`config.mk`:
```
export PLATFORM = sky130hd
export DESIGN_NAME = adc_sample_sequencer
export DESIGN_NICKNAME = d
export VERILOG_FILES = /design/src/rtl/adc_seq_pkg.sv /design/src/rtl/adc_seq_tick.sv /design/src/rtl/adc_seq_sync2.sv /design/src/rtl/adc_seq_spi_byte.sv /design/src/rtl/adc_seq_ctrl.sv /design/src/rtl/adc_sample_sequencer.sv
export SDC_FILE = /design/constraint.sdc
export NUM_CORES = 1
export LEC_CHECK = 0
export ABC_AREA = 1
export ABC_CLOCK_PERIOD_IN_PS = 3300
export BUFFER_PORTS_ARGS = -buffer_cell sky130_fd_sc_hd__buf_2
export CORE_ASPECT_RATIO = 0.8
export CORE_MARGIN = 2
export CORE_UTILIZATION = 58
export DETAILED_ROUTE_END_ITERATION = 6
export GPL_TIMING_DRIVEN = 1
export PLACE_DENSITY = 0.77
export SLEW_MARGIN = 10
export SYNTH_ARGS = -nofsm -noshare
export SYNTH_HDL_FRONTEND = slang
export SYNTH_SLANG_ARGS = --single-unit
```
`constraint.sdc`:
```
create_clock -name clk -period 3.3 [get_ports clk]
set_input_delay 0.66 -clock clk [delete_from_list [all_inputs] [get_ports clk]]
set_output_delay 0.66 -clock clk [all_outputs]
set_load 0.01 [all_outputs]
```
`src/rtl/adc_seq_pkg.sv`:
```
package adc_seq_pkg;

    localparam logic [7:0] CMD_READ = 8'h38;
    localparam logic [7:0] RD_FILL  = 8'h00;
    localparam int         INIT_LEN = 4;

    typedef enum logic [2:0] {
        SQ_IDLE, SQ_INIT, SQ_WAIT, SQ_CMD, SQ_RDH, SQ_RDL, SQ_FIN
    } seq_state_e;

    typedef enum logic [2:0] {
        EN_IDLE, EN_LEAD, EN_LOW, EN_HIGH, EN_GAP
    } eng_state_e;

    typedef struct packed {
        logic       go;
        logic [7:0] dat;
    } xfer_req_t;

    typedef struct packed {
        logic       done;
        logic [7:0] dat;
    } xfer_rsp_t;

    // Configuration script: clock-register select, clock setting,
    // setup-register select, setup with self-calibration.
    function automatic logic [7:0] init_byte(input logic [1:0] idx);
        case (idx)
            2'd0:    return 8'h20;
            2'd1:    return 8'h0C;
            2'd2:    return 8'h10;
            default: return 8'h40;
        endcase
    endfunction

endpackage

```
`src/rtl/adc_seq_tick.sv`:
```
module adc_seq_tick #(
    parameter int DIV = 4
) (
    input  logic clk,
    input  logic rst,
    input  logic clr,
    output logic tick
);
    generate
        if (DIV <= 1) begin : g_fast
            assign tick = !clr;
        end else begin : g_div
            localparam int CW = $clog2(DIV);
            localparam logic [CW-1:0] LAST = CW'(DIV - 1);
            logic [CW-1:0] cnt;
            always_ff @(posedge clk) begin
                if (rst || clr)       cnt <= '0;
                else if (cnt == LAST) cnt <= '0;
                else                  cnt <= cnt + 1'b1;
            end
            assign tick = !clr && (cnt == LAST);
        end
    endgenerate
endmodule

```
`src/rtl/adc_seq_sync2.sv`:
```
module adc_seq_sync2 (
    input  logic clk,
    input  logic rst,
    input  logic d_async,
    output logic q
);
    logic meta;
    always_ff @(posedge clk) begin
        if (rst) begin
            meta <= 1'b1;
            q    <= 1'b1;
        end else begin
            meta <= d_async;
            q    <= meta;
        end
    end
endmodule

```
`src/rtl/adc_seq_spi_byte.sv`:
```
module adc_seq_spi_byte
    import adc_seq_pkg::*;
#(
    parameter int DIV = 4
) (
    input  logic      clk,
    input  logic      rst,
    input  xfer_req_t req,
    output xfer_rsp_t rsp,
    output logic      sclk_o,
    output logic      cs_n_o,
    output logic      mosi_o,
    input  logic      miso_i
);
    localparam int BW = $clog2(9);
    localparam logic [BW-1:0] NBITS = BW'(8);

    eng_state_e    st;
    logic          tick;
    logic [7:0]    tx, rx;
    logic [BW-1:0] bits;

    adc_seq_tick #(.DIV(DIV)) u_tick (
        .clk(clk), .rst(rst), .clr(st == EN_IDLE), .tick(tick)
    );

    always_ff @(posedge clk) begin
        if (rst) begin
            st       <= EN_IDLE;
            sclk_o   <= 1'b1;
            cs_n_o   <= 1'b1;
            mosi_o   <= 1'b0;
            tx       <= '0;
            rx       <= '0;
            bits     <= '0;
            rsp.done <= 1'b0;
            rsp.dat  <= '0;
        end else begin
            rsp.done <= 1'b0;
            case (st)
                EN_IDLE: if (req.go) begin
                    cs_n_o <= 1'b0;
                    tx     <= req.dat;
                    bits   <= '0;
                    st     <= EN_LEAD;
                end
                EN_LEAD, EN_HIGH: if (tick) begin
                    if (st == EN_HIGH && bits == NBITS) begin
                        cs_n_o <= 1'b1;
                        st     <= EN_GAP;
                    end else begin
                        sclk_o <= 1'b0;
                        mosi_o <= tx[7];
                        tx     <= {tx[6:0], 1'b0};
                        st     <= EN_LOW;
                    end
                end
                EN_LOW: if (tick) begin
                    sclk_o <= 1'b1;
                    rx     <= {rx[6:0], miso_i};
                    bits   <= bits + 1'b1;
                    st     <= EN_HIGH;
                end
                EN_GAP: if (tick) begin
                    rsp.done <= 1'b1;
                    rsp.dat  <= rx;
                    st       <= EN_IDLE;
                end
                default: st <= EN_IDLE;
            endcase
        end
    end

    AST_CS_IDLE_SCLK_HIGH: assert property (@(posedge clk) disable iff (rst)
        cs_n_o |-> sclk_o);
    AST_MOSI_HOLD: assert property (@(posedge clk) disable iff (rst)
        (sclk_o && $past(sclk_o)) |-> $stable(mosi_o));

    generate
        if (DIV >= 2) begin : g_half_chk
            AST_HALF_MIN: assert property (@(posedge clk) disable iff (rst)
                (sclk_o != $past(sclk_o)) |=> $stable(sclk_o));
        end
    endgenerate
endmodule

```
`src/rtl/adc_seq_ctrl.sv`:
```
module adc_seq_ctrl
    import adc_seq_pkg::*;
#(
    parameter int NUM_SAMPLES = 1000,
    parameter int SMP_W       = 16
) (
    input  logic             clk,
    input  logic             rst,
    input  logic             start_i,
    input  logic             rdy_n_s,
    input  xfer_rsp_t        rsp,
    output xfer_req_t        req,
    output logic             done_o,
    output logic             smp_valid_o,
    output logic [SMP_W-1:0] smp_data_o
);
    localparam int CW = (NUM_SAMPLES > 1) ? $clog2(NUM_SAMPLES) : 1;
    localparam logic [CW-1:0] LAST_SMP = CW'(NUM_SAMPLES - 1);

    seq_state_e st;
    logic [1:0]    idx;
    logic [CW-1:0] cnt;
    logic [7:0]    hi_byte;
    logic          pending;
    logic          need_xfer;

    assign need_xfer = (st == SQ_INIT) || (st == SQ_CMD) ||
                       (st == SQ_RDH)  || (st == SQ_RDL);
    assign req.go  = need_xfer && !pending;
    assign req.dat = (st == SQ_INIT) ? init_byte(idx) :
                     (st == SQ_CMD)  ? CMD_READ : RD_FILL;

    always_ff @(posedge clk) begin
        if (rst) begin
            st          <= SQ_IDLE;
            idx         <= '0;
            cnt         <= '0;
            hi_byte     <= '0;
            pending     <= 1'b0;
            done_o      <= 1'b0;
            smp_valid_o <= 1'b0;
            smp_data_o  <= '0;
        end else begin
            done_o      <= 1'b0;
            smp_valid_o <= 1'b0;
            if (req.go)        pending <= 1'b1;
            else if (rsp.done) pending <= 1'b0;
            case (st)
                SQ_IDLE: if (start_i) begin
                    idx <= '0;
                    cnt <= '0;
                    st  <= SQ_INIT;
                end
                SQ_INIT: if (rsp.done) begin
                    if (idx == 2'(INIT_LEN - 1)) st <= SQ_WAIT;
                    else                         idx <= idx + 1'b1;
                end
                SQ_WAIT: if (!rdy_n_s) st <= SQ_CMD;
                SQ_CMD:  if (rsp.done) st <= SQ_RDH;
                SQ_RDH:  if (rsp.done) begin
                    hi_byte <= rsp.dat;
                    st      <= SQ_RDL;
                end
                SQ_RDL:  if (rsp.done) begin
                    smp_data_o  <= SMP_W'({hi_byte, rsp.dat});
                    smp_valid_o <= 1'b1;
                    if (cnt == LAST_SMP) st <= SQ_FIN;
                    else begin
                        cnt <= cnt + 1'b1;
                        st  <= SQ_WAIT;
                    end
                end
                SQ_FIN: begin
                    done_o <= 1'b1;
                    st     <= SQ_IDLE;
                end
                default: st <= SQ_IDLE;
            endcase
        end
    end

    AST_READ_AFTER_RDY: assert property (@(posedge clk) disable iff (rst)
        (req.go && st == SQ_CMD) |-> !$past(rdy_n_s));
    AST_DONE_PULSE: assert property (@(posedge clk) disable iff (rst)
        done_o |=> !done_o);
    AST_DONE_NOT_VALID: assert property (@(posedge clk) disable iff (rst)
        !(done_o && smp_valid_o));
    AST_NO_OVERFLOW: assert property (@(posedge clk) disable iff (rst)
        cnt <= LAST_SMP);
endmodule

```
`src/rtl/adc_sample_sequencer.sv`:
```
module adc_sample_sequencer
    import adc_seq_pkg::*;
#(
    parameter int CLK_DIV     = 4,
    parameter int NUM_SAMPLES = 1000,
    parameter int SMP_W       = 16
) (
    input  logic             clk,
    input  logic             rst,
    input  logic             start_i,
    output logic             done_o,
    output logic             sclk_o,
    output logic             cs_n_o,
    output logic             mosi_o,
    input  logic             miso_i,
    input  logic             drdy_n_i,
    output logic             smp_valid_o,
    output logic [SMP_W-1:0] smp_data_o
);
    xfer_req_t req;
    xfer_rsp_t rsp;
    logic      rdy_n_s;

    adc_seq_sync2 u_sync (
        .clk(clk), .rst(rst), .d_async(drdy_n_i), .q(rdy_n_s)
    );

    adc_seq_spi_byte #(.DIV(CLK_DIV)) u_spi (
        .clk(clk), .rst(rst), .req(req), .rsp(rsp),
        .sclk_o(sclk_o), .cs_n_o(cs_n_o), .mosi_o(mosi_o), .miso_i(miso_i)
    );

    adc_seq_ctrl #(.NUM_SAMPLES(NUM_SAMPLES), .SMP_W(SMP_W)) u_ctrl (
        .clk(clk), .rst(rst), .start_i(start_i), .rdy_n_s(rdy_n_s),
        .rsp(rsp), .req(req), .done_o(done_o),
        .smp_valid_o(smp_valid_o), .smp_data_o(smp_data_o)
    );
endmodule

```
==> results of run 1 <==
-- synth_stat cells, types with 3 or more instances --
master	count
clkbuf_1	11
buf_6	4
inv_1	38
inv_2	3
nand2_2	5
nor2_2	4
nor2_1	66
buf_2	4
dfxtp_1	79
nor3_1	3
nand4_1	4
nand2_1	109
a21oi_1	55
ha_1	9
o21ai_0	29
nand3_1	57
-- routing by layer --
| metal | track usage | share of wire |
|---|---|---|
| met2 | 0.3588 | 0.45 |
| met1 | 0.2858 | 0.49 |
| met5 | 0 | 0 |
| met4 | 0.08249 | 0.016 |
| met3 | 0.06051 | 0.049 |
-- flip-flops by register name, indices dropped and copies added, names as in the netlist, 2 cells and up --
register and flops:
u_spi.bits 4, u_spi.u_tick.g_div.cnt 2, u_spi.st 3, u_spi.rsp 9, u_ctrl.st 3, u_ctrl.idx 2, u_ctrl.smp_data_o 16, u_spi.tx 6
u_spi.rx 8, u_ctrl.hi_byte 8, u_ctrl.cnt 10
-- through the flow --
step | utilization | worst slack [ns]
final | 0.6630 | 1.110
after global routing | 0.6630 | 0.9046
after CTS | 0.6630 | 1.129
after detailed placement | 0.6234 | 1.129
after global placement | 0.6234 | 1.286
after floorplan | - | 1.845
-- critical path, stage by stage (launching register included) --
cell and delay [ns]:
dfxtp_1 0.34, ha_1 0.47, inv_1 0.14, nor2_1 0.48, inv_2 0.20, nand2_1 0.23
inv_1 0.08, nand2_1 0.06, a21oi_1 0.05
-- area by class of cell --
| cell class | instances | area (µm²) | share of cell area |
|---|---|---|---|
| well taps | 81 | 101.3 | 0.02599 |
| clock buffers | 9 | 123.9 | 0.03177 |
| repair buffers | 28 | 147.6 | 0.03787 |
| multi-input cells | 353 | 1662 | 0.4262 |
| clock inverters | 7 | 108.9 | 0.02792 |
| inverters | 45 | 173.9 | 0.04461 |
| flip-flops and latches | 79 | 1582 | 0.4056 |
-- power breakdown --
group | switching [mW] | internal, mW
clock | 0.396 | 0.444
combinational | 0.471 | 0.221
sequential | 0.0834 | 1.04
-- layout by cell type (no fill, tap or decap), types with 4 or more instances in the layout --
cell type | netlist | final
nand2_1 | 109 | 109
nor2_1 | 66 | 66
a21oi_1 | 55 | 55
inv_1 | 38 | 38
ha_1 | 9 | 9
o21ai_0 | 29 | 29
nand3_1 | 57 | 57
dfxtp_1 | 79 | 79
nor2_2 | 4 | 4
clkbuf_8 | 0 | 9
nand4_1 | 4 | 4
nand2_2 | 5 | 5
buf_2 | 4 | 25
-- worst max path at each step --
| stage | start | endpoint | slack [ns] | cells past startpoint |
|---|---|---|---|---|
| detailed placement | u_spi.u_tick.g_div.cnt[0]$_SDFF_PP0_ | u_spi.bits[2]$_SDFFE_PP0P_ | 1.13 | 8 |
| global placement | u_spi.u_tick.g_div.cnt[0]$_SDFF_PP0_ | u_spi.bits[3]$_SDFFE_PP0P_ | 1.29 | 8 |
| finish | u_spi.u_tick.g_div.cnt[0]$_SDFF_PP0_ | u_spi.bits[3]$_SDFFE_PP0P_ | 1.11 | 8 |
| floorplan | rst | u_spi.rx[4]$_SDFFE_PP0P_ | 1.84 | 5 |
| CTS | u_spi.u_tick.g_div.cnt[0]$_SDFF_PP0_ | u_spi.bits[2]$_SDFFE_PP0P_ | 1.13 | 8 |
| global route | u_spi.u_tick.g_div.cnt[0]$_SDFF_PP0_ | u_spi.bits[3]$_SDFFE_PP0P_ | 0.90 | 8 |
-- cells by family (layout without fill, tap and decap cells) --
| logic type | Yosys count | after routing | share of synthesized area |
|---|---|---|---|
| AO/OA/AOI/OAI | 89 | 89 | 0.1287 |
| flip-flops | 79 | 79 | 0.4482 |
| adder cells (fa/ha/maj) | 9 | 9 | 0.03192 |
| AND/OR/NAND/NOR | 254 | 254 | 0.3078 |
| XOR/XNOR | 1 | 1 | 0.002483 |
| buffers and inverters | 65 | 89 | 0.08085 |
==> out/metrics.yaml, run 1 <==
die_area_mm2: 0.006727
end_kind: "register"
min_path_type: "register to register"
ys_types: 28
die_height_um: 73.76
tns_ns: 0
cts_tree: "yes"
drtIter0Drc: 157
hold_path_depth: 1
r2r_slack_ns: 1.11
p_leak_nw: 1.618
place_inst: 586
critPathMaxFanout: 15
grt_pass1_wl_um: 11850
power.total_mw: 2.650
holdPathEnd: "u_sync.q$_SDFF_PP1_"
h-tree-depth: 3
reg2regPathDepth: 8
num_antenna_cells: 0
critPathLaunchType: "register"
synth-main-ff-cell: "dfxtp_1"
synth_nets: 511
fin_hold_ws_ns: 0.4226
tightest_slew_ns: 0.6749
clkLatencyLatePin_ns: 0.37
cts-root-buf: "clkbuf_8"
grt_pass1_vias: 2696
die-width_um: 91.20
vias_per_cell: 5.168
ys.warnings.count: 0
fin_worst_skew_ns: 0.01710
drv_slew: 0
clk_pin_slew_worst_paths_ns: 0.09
ir_drop_v: 0.0003952
cp.required_ns: 3.54
fp.coreArea_mm2: 0.005881
post_drt_wl_per_cell_um: 11.97
drv_cap: 0
hold_viol_final: 0
worst-setup-path-type: "register to register"
track_usage: 0.2210
slew_headroom: 0.5495
synth_seq_cells: 79
place_congestion: 0.8611
fmax_mhz: 456.6
num_vias: 3111
start_util: 0.6000
clock_sinks: 79
drive_gt1_frac: 0.1209
yosysSeqAreaShare: 0.4482
synth_edf_count: 0
num_rows: 25
io_pins: 26
syn_area_per_cell_um2: 7.099
final_nets: 530
period_share: 0.6636
worstReg2RegStart: "u_spi.u_tick.g_div.cnt[0]$_SDFF_PP0_"
worst_ep_arrival_time_ns: 2.43
finalInstanceArea_mm2: 0.003899
cts-resized-gates: 0
min_period_ns: 2.190
portBuffers: 25
grt_overflow_total: 0
syn2layout_area_growth_pct: 10.50
grt_start_max_net_pins: 44
placed_cell_area_mm2: 0.003666
routed_wl_um: 7203
cts_hold_buffers: 0
synth_top_area_frac: 0.4482
drtPass1Iterations: 4
netlist_instances: 497
final_antenna_net_count: 0
synthArstFlopShare: 0
hp-start: "u_sync.meta$_SDFF_PP1_"
grt_antenna_before_repair: 0
finalSetupViolations: 0
cts_setup_buffers: 0
synth_area_mm2: 0.003528
finalNonFillerCells: 602
status: "complete, no violations"
dp_hpwl_um: 4871
powerDensity_mw_per_mm2: 679.8
cts_buffer_depth: 2
rsz0062_at_grt: "no"
cts_made_buffers: 9
synth_area_leaders: "dfxtp_1 45%, nand2_1 12%, nand3_1 8.1%"
synth_top_area_cell: "dfxtp_1"
drc: 0
fillers: 555
rr_endpoint: "u_spi.bits[3]$_SDFFE_PP0P_"
Note: power is estimated with default switching activity, not from simulation.
==> run 2, diff against run 1 <==
- ABC_AREA: 1 -> 0
- ABC_CLOCK_PERIOD_IN_PS: 3300 -> 1900
- CORE_UTILIZATION: 58 -> 53
- PLACE_DENSITY: 0.77 -> 0.75
- clock period: 3.3 -> 1.9 ns (I/O delays scaled with it)
==> run 2 against run 1 <==
  * Clock power up 67%
  * Combinational power down 81%
  * Area after synthesis down 4.6%
  * Hold slack worse by 0.21 ns
  * Cell count down 15%
  * Clock skew down 0.0044 ns
  * Critical path depth down 3
  * Routed wire length down 5.9%
  * Highest routed layer unchanged
==> out/metrics.yaml, run 2 <==
drtPass1Iterations: 4  # unchanged
netlist_top_cells_count: "82 x nand2_1, 79 x dfxtp_1, 46 x a21oi_1"
cts_made_buffers: 9  # unchanged
synth_edf_count: 0  # unchanged
drv_slew: 0  # unchanged
worstReg2RegStart: "u_ctrl.st[0]$_SDFFE_PP0P_"
cts_buffer_depth: 2  # unchanged
io_pins: 26  # unchanged
die_height_um: 75.29  # +2.1%
fin_worst_skew_ns: 0.01273  # -0.004371 ns
cts_tree: "yes"
cp_cell_sequence: "nand2b_1 -> nor3_1 -> a211oi_4 -> buf_4 -> a221o_1"
biggestRegsByFlops: "u_ctrl.smp_data_o x16, u_ctrl.cnt x10, u_spi.rsp x9"
status: "complete, no violations"
drv_cap: 0  # unchanged
largest_reg_flops: 16  # unchanged
tns_ns: 0  # unchanged
dp_hpwl_um: 4672  # -4.1%
num_rows: 25  # unchanged
yosys.cell_count.top_type: "nand2_1"
synth-main-ff-cell: "dfxtp_1"
grt_start_max_net_pins: 57  # +30%
start_util: 0.5577  # -0.04228
period_share: 0.9265  # +0.2628
powerDensity_mw_per_mm2: 824.1  # +21%
post_drt_wl_per_cell_um: 13.27  # +11%
drtIter0Drc: 133  # -15%
rsz0062_at_grt: "no"
synth_top_area_frac: 0.4697  # +0.02149
ys.warnings.count: 0  # unchanged
layout_common_cells: "82 x nand2_1, 79 x dfxtp_1, 46 x a21oi_1, 25 x buf_2, 24 x buf_4"
critPathMaxFanout: 10  # -5
h-tree-depth: 3  # unchanged
critPathBufInv: 1  # -2
ir_drop_v: 0.0004514  # +14%
synth_area_mm2: 0.003367  # -4.6%
hp-start: "drdy_n_i"
worst_ep_arrival_time_ns: 2.01  # -0.42 ns
ys_types: 52  # +86%
end_kind: "register"
min_period_ns: 1.760  # -0.4297 ns
synth_top_area_cell: "dfxtp_1"
drive_gt1_frac: 0.1744  # +0.05350
yosysSeqAreaShare: 0.4697  # +0.02149
fp.coreArea_mm2: 0.006037  # +2.7%
grt_overflow_total: 0  # unchanged
finalNonFillerCells: 511  # -15%
die_area_mm2: 0.007010  # +4.2%
top_register: "u_ctrl.smp_data_o"
power.total_mw: 3.215  # +21%
routed_wl_um: 6780  # -5.9%
hold_viol_final: 0  # unchanged
clk_pin_slew_worst_paths_ns: 0.09  # about the same
clkLatencyLatePin_ns: 0.36  # about the same
fmax_mhz: 568.1  # +24%
cts-root-buf: "clkbuf_8"
finalSetupViolations: 0  # unchanged
multi_input_area_mm2: 0.001647  # -0.90%
drc: 0  # unchanged
syn_area_per_cell_um2: 8.589  # +21%
synthArstFlopShare: 0  # unchanged
critPathLaunchType: "register"
die-width_um: 93.11  # +2.1%
slew_headroom: 0.5686  # +0.01911
tightest_slew_ns: 0.6422  # -0.03268 ns
p_leak_nw: 1.531  # -5.4%
grt_antenna_before_repair: 0  # unchanged
num_vias: 2786  # -10%
min_path_type: "input port to register"
cp.required_ns: 2.15  # -1.39 ns
track_usage: 0.2102  # -0.01083
mostFrequentLayoutCell: "nand2_1"
num_antenna_cells: 0  # unchanged
crit_family: "simple AND/OR/NAND/NOR gates"
slowest_delay_ns: 0.51  # +0.03 ns
fillers: 507  # -8.6%
cts_hold_buffers: 0  # unchanged
synth_seq_cells: 79  # unchanged
syn2layout_area_growth_pct: 15.87
grt_pass1_vias: 2573  # -4.6%
vias_per_cell: 5.452  # +5.5%
final_nets: 439  # -17%
netlist_instances: 392  # -21%
synth_area_leaders: "dfxtp_1 47%, nand2_1 9.1%, a21oi_1 6.8%"
place_inst: 491  # -16%
worst-setup-path-type: "register to register"
portBuffers: 25  # unchanged
final_antenna_net_count: 0  # unchanged
worst_path_max_delay_cell: "nor3_1"
startpoint: "u_ctrl.st[0]$_SDFFE_PP0P_"
place_congestion: 0.8777  # +1.9%
grt_pass1_wl_um: 11590  # -2.3%
clock_sinks: 79  # unchanged
register_area_mm2: 0.001582  # unchanged
synth_nets: 406  # -21%
[run 2: cell count changes after synthesis, sizes merged, moves of 5 or more]
cell	change
a211o	+5
a21oi	-10
and3	+5
clkbuf	+6
inv	-33
mux2i	+11
nand2	-32
nand2b	+6
nand3	-47
nor2	-54
nor3	+7
o21ai	-28
[run 2: logic make-up after synthesis]
| kind of cell | share of synthesized area |
|---|---|
| xor+xnor | 0.01041 |
| compound gates | 0.1568 |
| flops | 0.4697 |
| simple gates | 0.2505 |
| buf+inv | 0.04310 |
| fa+ha+maj | 0.03345 |
| mux | 0.03605 |
[run 2: stage by stage]
step / hold WS, ns / setup WS, ns / area [µm²] / util
floorplan: 0.3895 / 0.2297 / 3367 / -
global placement: 0.3931 / 0.1067 / 3636 / 0.6023
detailed placement: 0.3984 / 0.07261 / 3636 / 0.6023
CTS: 0.1967 / 0.03938 / 3865 / 0.6402
global route: 0.2092 / 0.03161 / 3901 / 0.6462
finish: 0.2113 / 0.1397 / 3901 / 0.6462
[run 2: final timing paths]
| path | end | slack (ns) | cells after the start |
|---|---|---|---|
| max | u_ctrl.cnt[2]$_SDFFE_PP0P_ | 0.14 | 5 |
| min | u_sync.meta$_SDFF_PP1_ | 0.21 | 2 |
| min reg2reg | u_sync.q$_SDFF_PP1_ | 0.41 | 1 |
| max reg2reg | u_ctrl.cnt[2]$_SDFFE_PP0P_ | 0.14 | 5 |
[run 2: report_power, final]
| group | switching (mW) | internal (mW) |
|---|---|---|
| clock network | 0.641 | 0.755 |
| registers | 0.0149 | 1.67 |
| logic | 0.0798 | 0.0547 |
| total | 0.736 | 2.48 |
[run 2: metal layers]
layer	global-route usage	vias to the layer above	wire length [µm]
met2	0.3366	44	3053
li1	-	1432	-
met5	0	-	0
met3	0.06924	10	251
met4	0.05882	0	93
met1	0.2783	1300	3382
[run 2: area by class of cell]
cell class | instances | area share
well taps | 81 | 0.02598
multi-input cells | 276 | 0.4221
repair buffers | 49 | 0.07826
clock inverters | 7 | 0.02694
inverters | 10 | 0.009622
clock buffers | 9 | 0.03175
flip-flops and latches | 79 | 0.4054
[run 2: what timing repair did]
| action | CTS | global route |
|---|---|---|
| gates resized for setup | 0 | 1 |
| setup endpoints to repair | 0 | 14 |
| setup buffers | 0 | 4 |
==> run 3, diff against run 2 <==
- ABC_CLOCK_PERIOD_IN_PS: 1900 -> 2140
- CORE_UTILIZATION: 53 -> 58
- PLACE_DENSITY: 0.75 -> 0.77
- clock period: 1.9 -> 2.14 ns (I/O delays scaled with it)
==> run 3 against run 2 <==
  * First-iteration DRC count increased by 11%
  * Global-route usage increased by 1.1 points
  * Sequential share of layout area increased by 1.1 points
==> out/metrics.yaml, run 3 (synthesis results as in run 2) <==
worst_path_max_delay_cell: "a211oi_4"
grt_pass1_wl_um: 11090  # -4.3%
crit_family: "compound AO/OA/AOI/OAI gates"
fillers: 493  # -2.8%
cts_hold_buffers: 0  # unchanged
drv_slew: 0  # unchanged
place_inst: 478  # -2.6%
die_area_mm2: 0.006434  # -8.2%
grt_pass1_vias: 2397  # -6.8%
fp.coreArea_mm2: 0.005525  # -8.5%
grt_antenna_before_repair: 0  # unchanged
cp.required_ns: 2.44  # +0.29 ns
slew_headroom: 0.5704  # +0.001848
clkLatencyLatePin_ns: 0.35  # about the same
fin_hold_ws_ns: 0.2534  # +0.04204 ns
worst-setup-path-type: "register to register"
finalSetupViolations: 0  # unchanged
cts-root-buf: "clkbuf_8"
min_path_type: "input port to register"
cts_tree: "yes"
dp_hpwl_um: 4318  # -7.6%
grt_start_max_net_pins: 52  # -8.8%
drive_gt1_frac: 0.1442  # -0.03019
final_nets: 425  # -3.2%
top_register: "u_ctrl.smp_data_o"
vias_per_cell: 5.591  # +2.6%
cts_setup_buffers: 0  # unchanged
cts-resized-gates: 0  # unchanged
fmax_mhz: 533.4  # -6.1%
critPathMaxFanout: 8  # -2
multi_input_area_mm2: 0.001640  # -0.38%
routed_wl_um: 6555  # -3.3%
die_height_um: 72.15  # -4.2%
grt_overflow_total: 0  # unchanged
tns_ns: 0  # unchanged
fin_worst_skew_ns: 0.005814  # -0.006914 ns
drtIter0Drc: 147  # +11%
drv_cap: 0  # unchanged
num_rows: 24  # -4.0%
cp_cell_sequence: "ha_1 -> nand2_1 -> or3_4 -> a211oi_4 -> a221o_1"
critPathLaunchType: "register"
ir_drop_v: 0.0004606  # +2.0%
rsz0062_at_grt: "no"
syn2layout_area_growth_pct: 12.93
powerDensity_mw_per_mm2: 770.7  # -6.5%
h-tree-depth: 3  # unchanged
finalNonFillerCells: 494  # -3.3%
status: "complete, no violations"
tightest_slew_ns: 0.6395  # -0.002751 ns
fin_util: 0.6882  # +0.04196
io_pins: 26  # unchanged
period_share: 0.8761  # -0.05041
portBuffers: 25  # unchanged
final_antenna_net_count: 0  # unchanged
track_usage: 0.2215  # +0.01131
clk_pin_slew_worst_paths_ns: 0.08  # about the same
drc: 0  # unchanged
clock_sinks: 79  # unchanged
largest_reg_flops: 16  # unchanged
p_leak_nw: 1.473  # -3.8%
biggestRegsByFlops: "u_ctrl.smp_data_o x16, u_ctrl.cnt x10, u_spi.rsp x9"
min_period_ns: 1.875  # +0.1145 ns
slowest_delay_ns: 0.44  # -0.07 ns
cts_made_buffers: 9  # unchanged
drtPass1Iterations: 4  # unchanged
start_util: 0.6094  # +0.05165
hold_viol_final: 0  # unchanged
die-width_um: 89.19  # -4.2%
mostFrequentLayoutCell: "nand2_1"
post_drt_wl_per_cell_um: 13.27  # about the same
end_kind: "register"
cts_buffer_depth: 2  # unchanged
register_area_mm2: 0.001582  # unchanged
num_vias: 2762  # -0.86%
worst_ep_arrival_time_ns: 2.18  # +0.17 ns
critPathBufInv: 0  # -1
place_congestion: 0.8545  # -2.6%
num_antenna_cells: 0  # unchanged
layout_common_cells: "82 x nand2_1, 79 x dfxtp_1, 46 x a21oi_1, 25 x buf_2, 17 x nor2_1"
-- run 3: layout make-up --
cell class                      instances  share of cell area
Timing Repair Buffer                   35             0.05265
Inverter                               10            0.009872
Clock inverter                          7             0.03192
Multi-Input combinational cell        276              0.4314
Clock buffer                            9             0.03258
Tap cell                               78             0.02567
Sequential cell                        79              0.4159
-- run 3: routing by layer --
layer	global-route usage	vias to the layer above	wire (µm)
li1	-	1412	-
met1	0.3063	1292	3204
met2	0.3350	51	2996
met3	0.05802	7	282
met4	0.08126	0	72
met5	0	-	0
-- run 3: worst register-to-register path: stages, from the launching register on --
cell and delay, ns:
dfxtp_1 0.39, ha_1 0.23, nand2_1 0.12, or3_4 0.43, a211oi_4 0.44, a221o_1 0.21
-- run 3: power by group --
| part | leakage (nW) | switching [mW] | internal [mW] |
|---|---|---|---|
| clock | 0.123 | 0.550 | 0.778 |
| combinational | 0.711 | 0.0689 | 0.0396 |
| sequential | 0.638 | 0.0113 | 1.48 |
-- run 3: metrics by stage --
step	total power, mW	setup WS, ns	area (µm²)
after detailed placement	1.636	0.3066	3557
after floorplan	1.606	0.4697	3367
after global routing	3.031	0.1049	3802
final	2.931	0.2652	3802
after global placement	1.634	0.3432	3557
after CTS	2.951	0.2680	3802
-- run 3: path summary, 6_finish.rpt --
kind                            slack, ns  cells after the start                       start                         end
worst max-delay path                 0.27                      5  u_ctrl.cnt[0]$_SDFFE_PP0P_  u_ctrl.cnt[2]$_SDFFE_PP0P_
worst min-delay path                 0.25                      2                    drdy_n_i      u_sync.meta$_SDFF_PP1_
worst max register to register       0.27                      5  u_ctrl.cnt[0]$_SDFFE_PP0P_  u_ctrl.cnt[2]$_SDFFE_PP0P_
worst min register to register       0.41                      1      u_sync.meta$_SDFF_PP1_         u_sync.q$_SDFF_PP1_
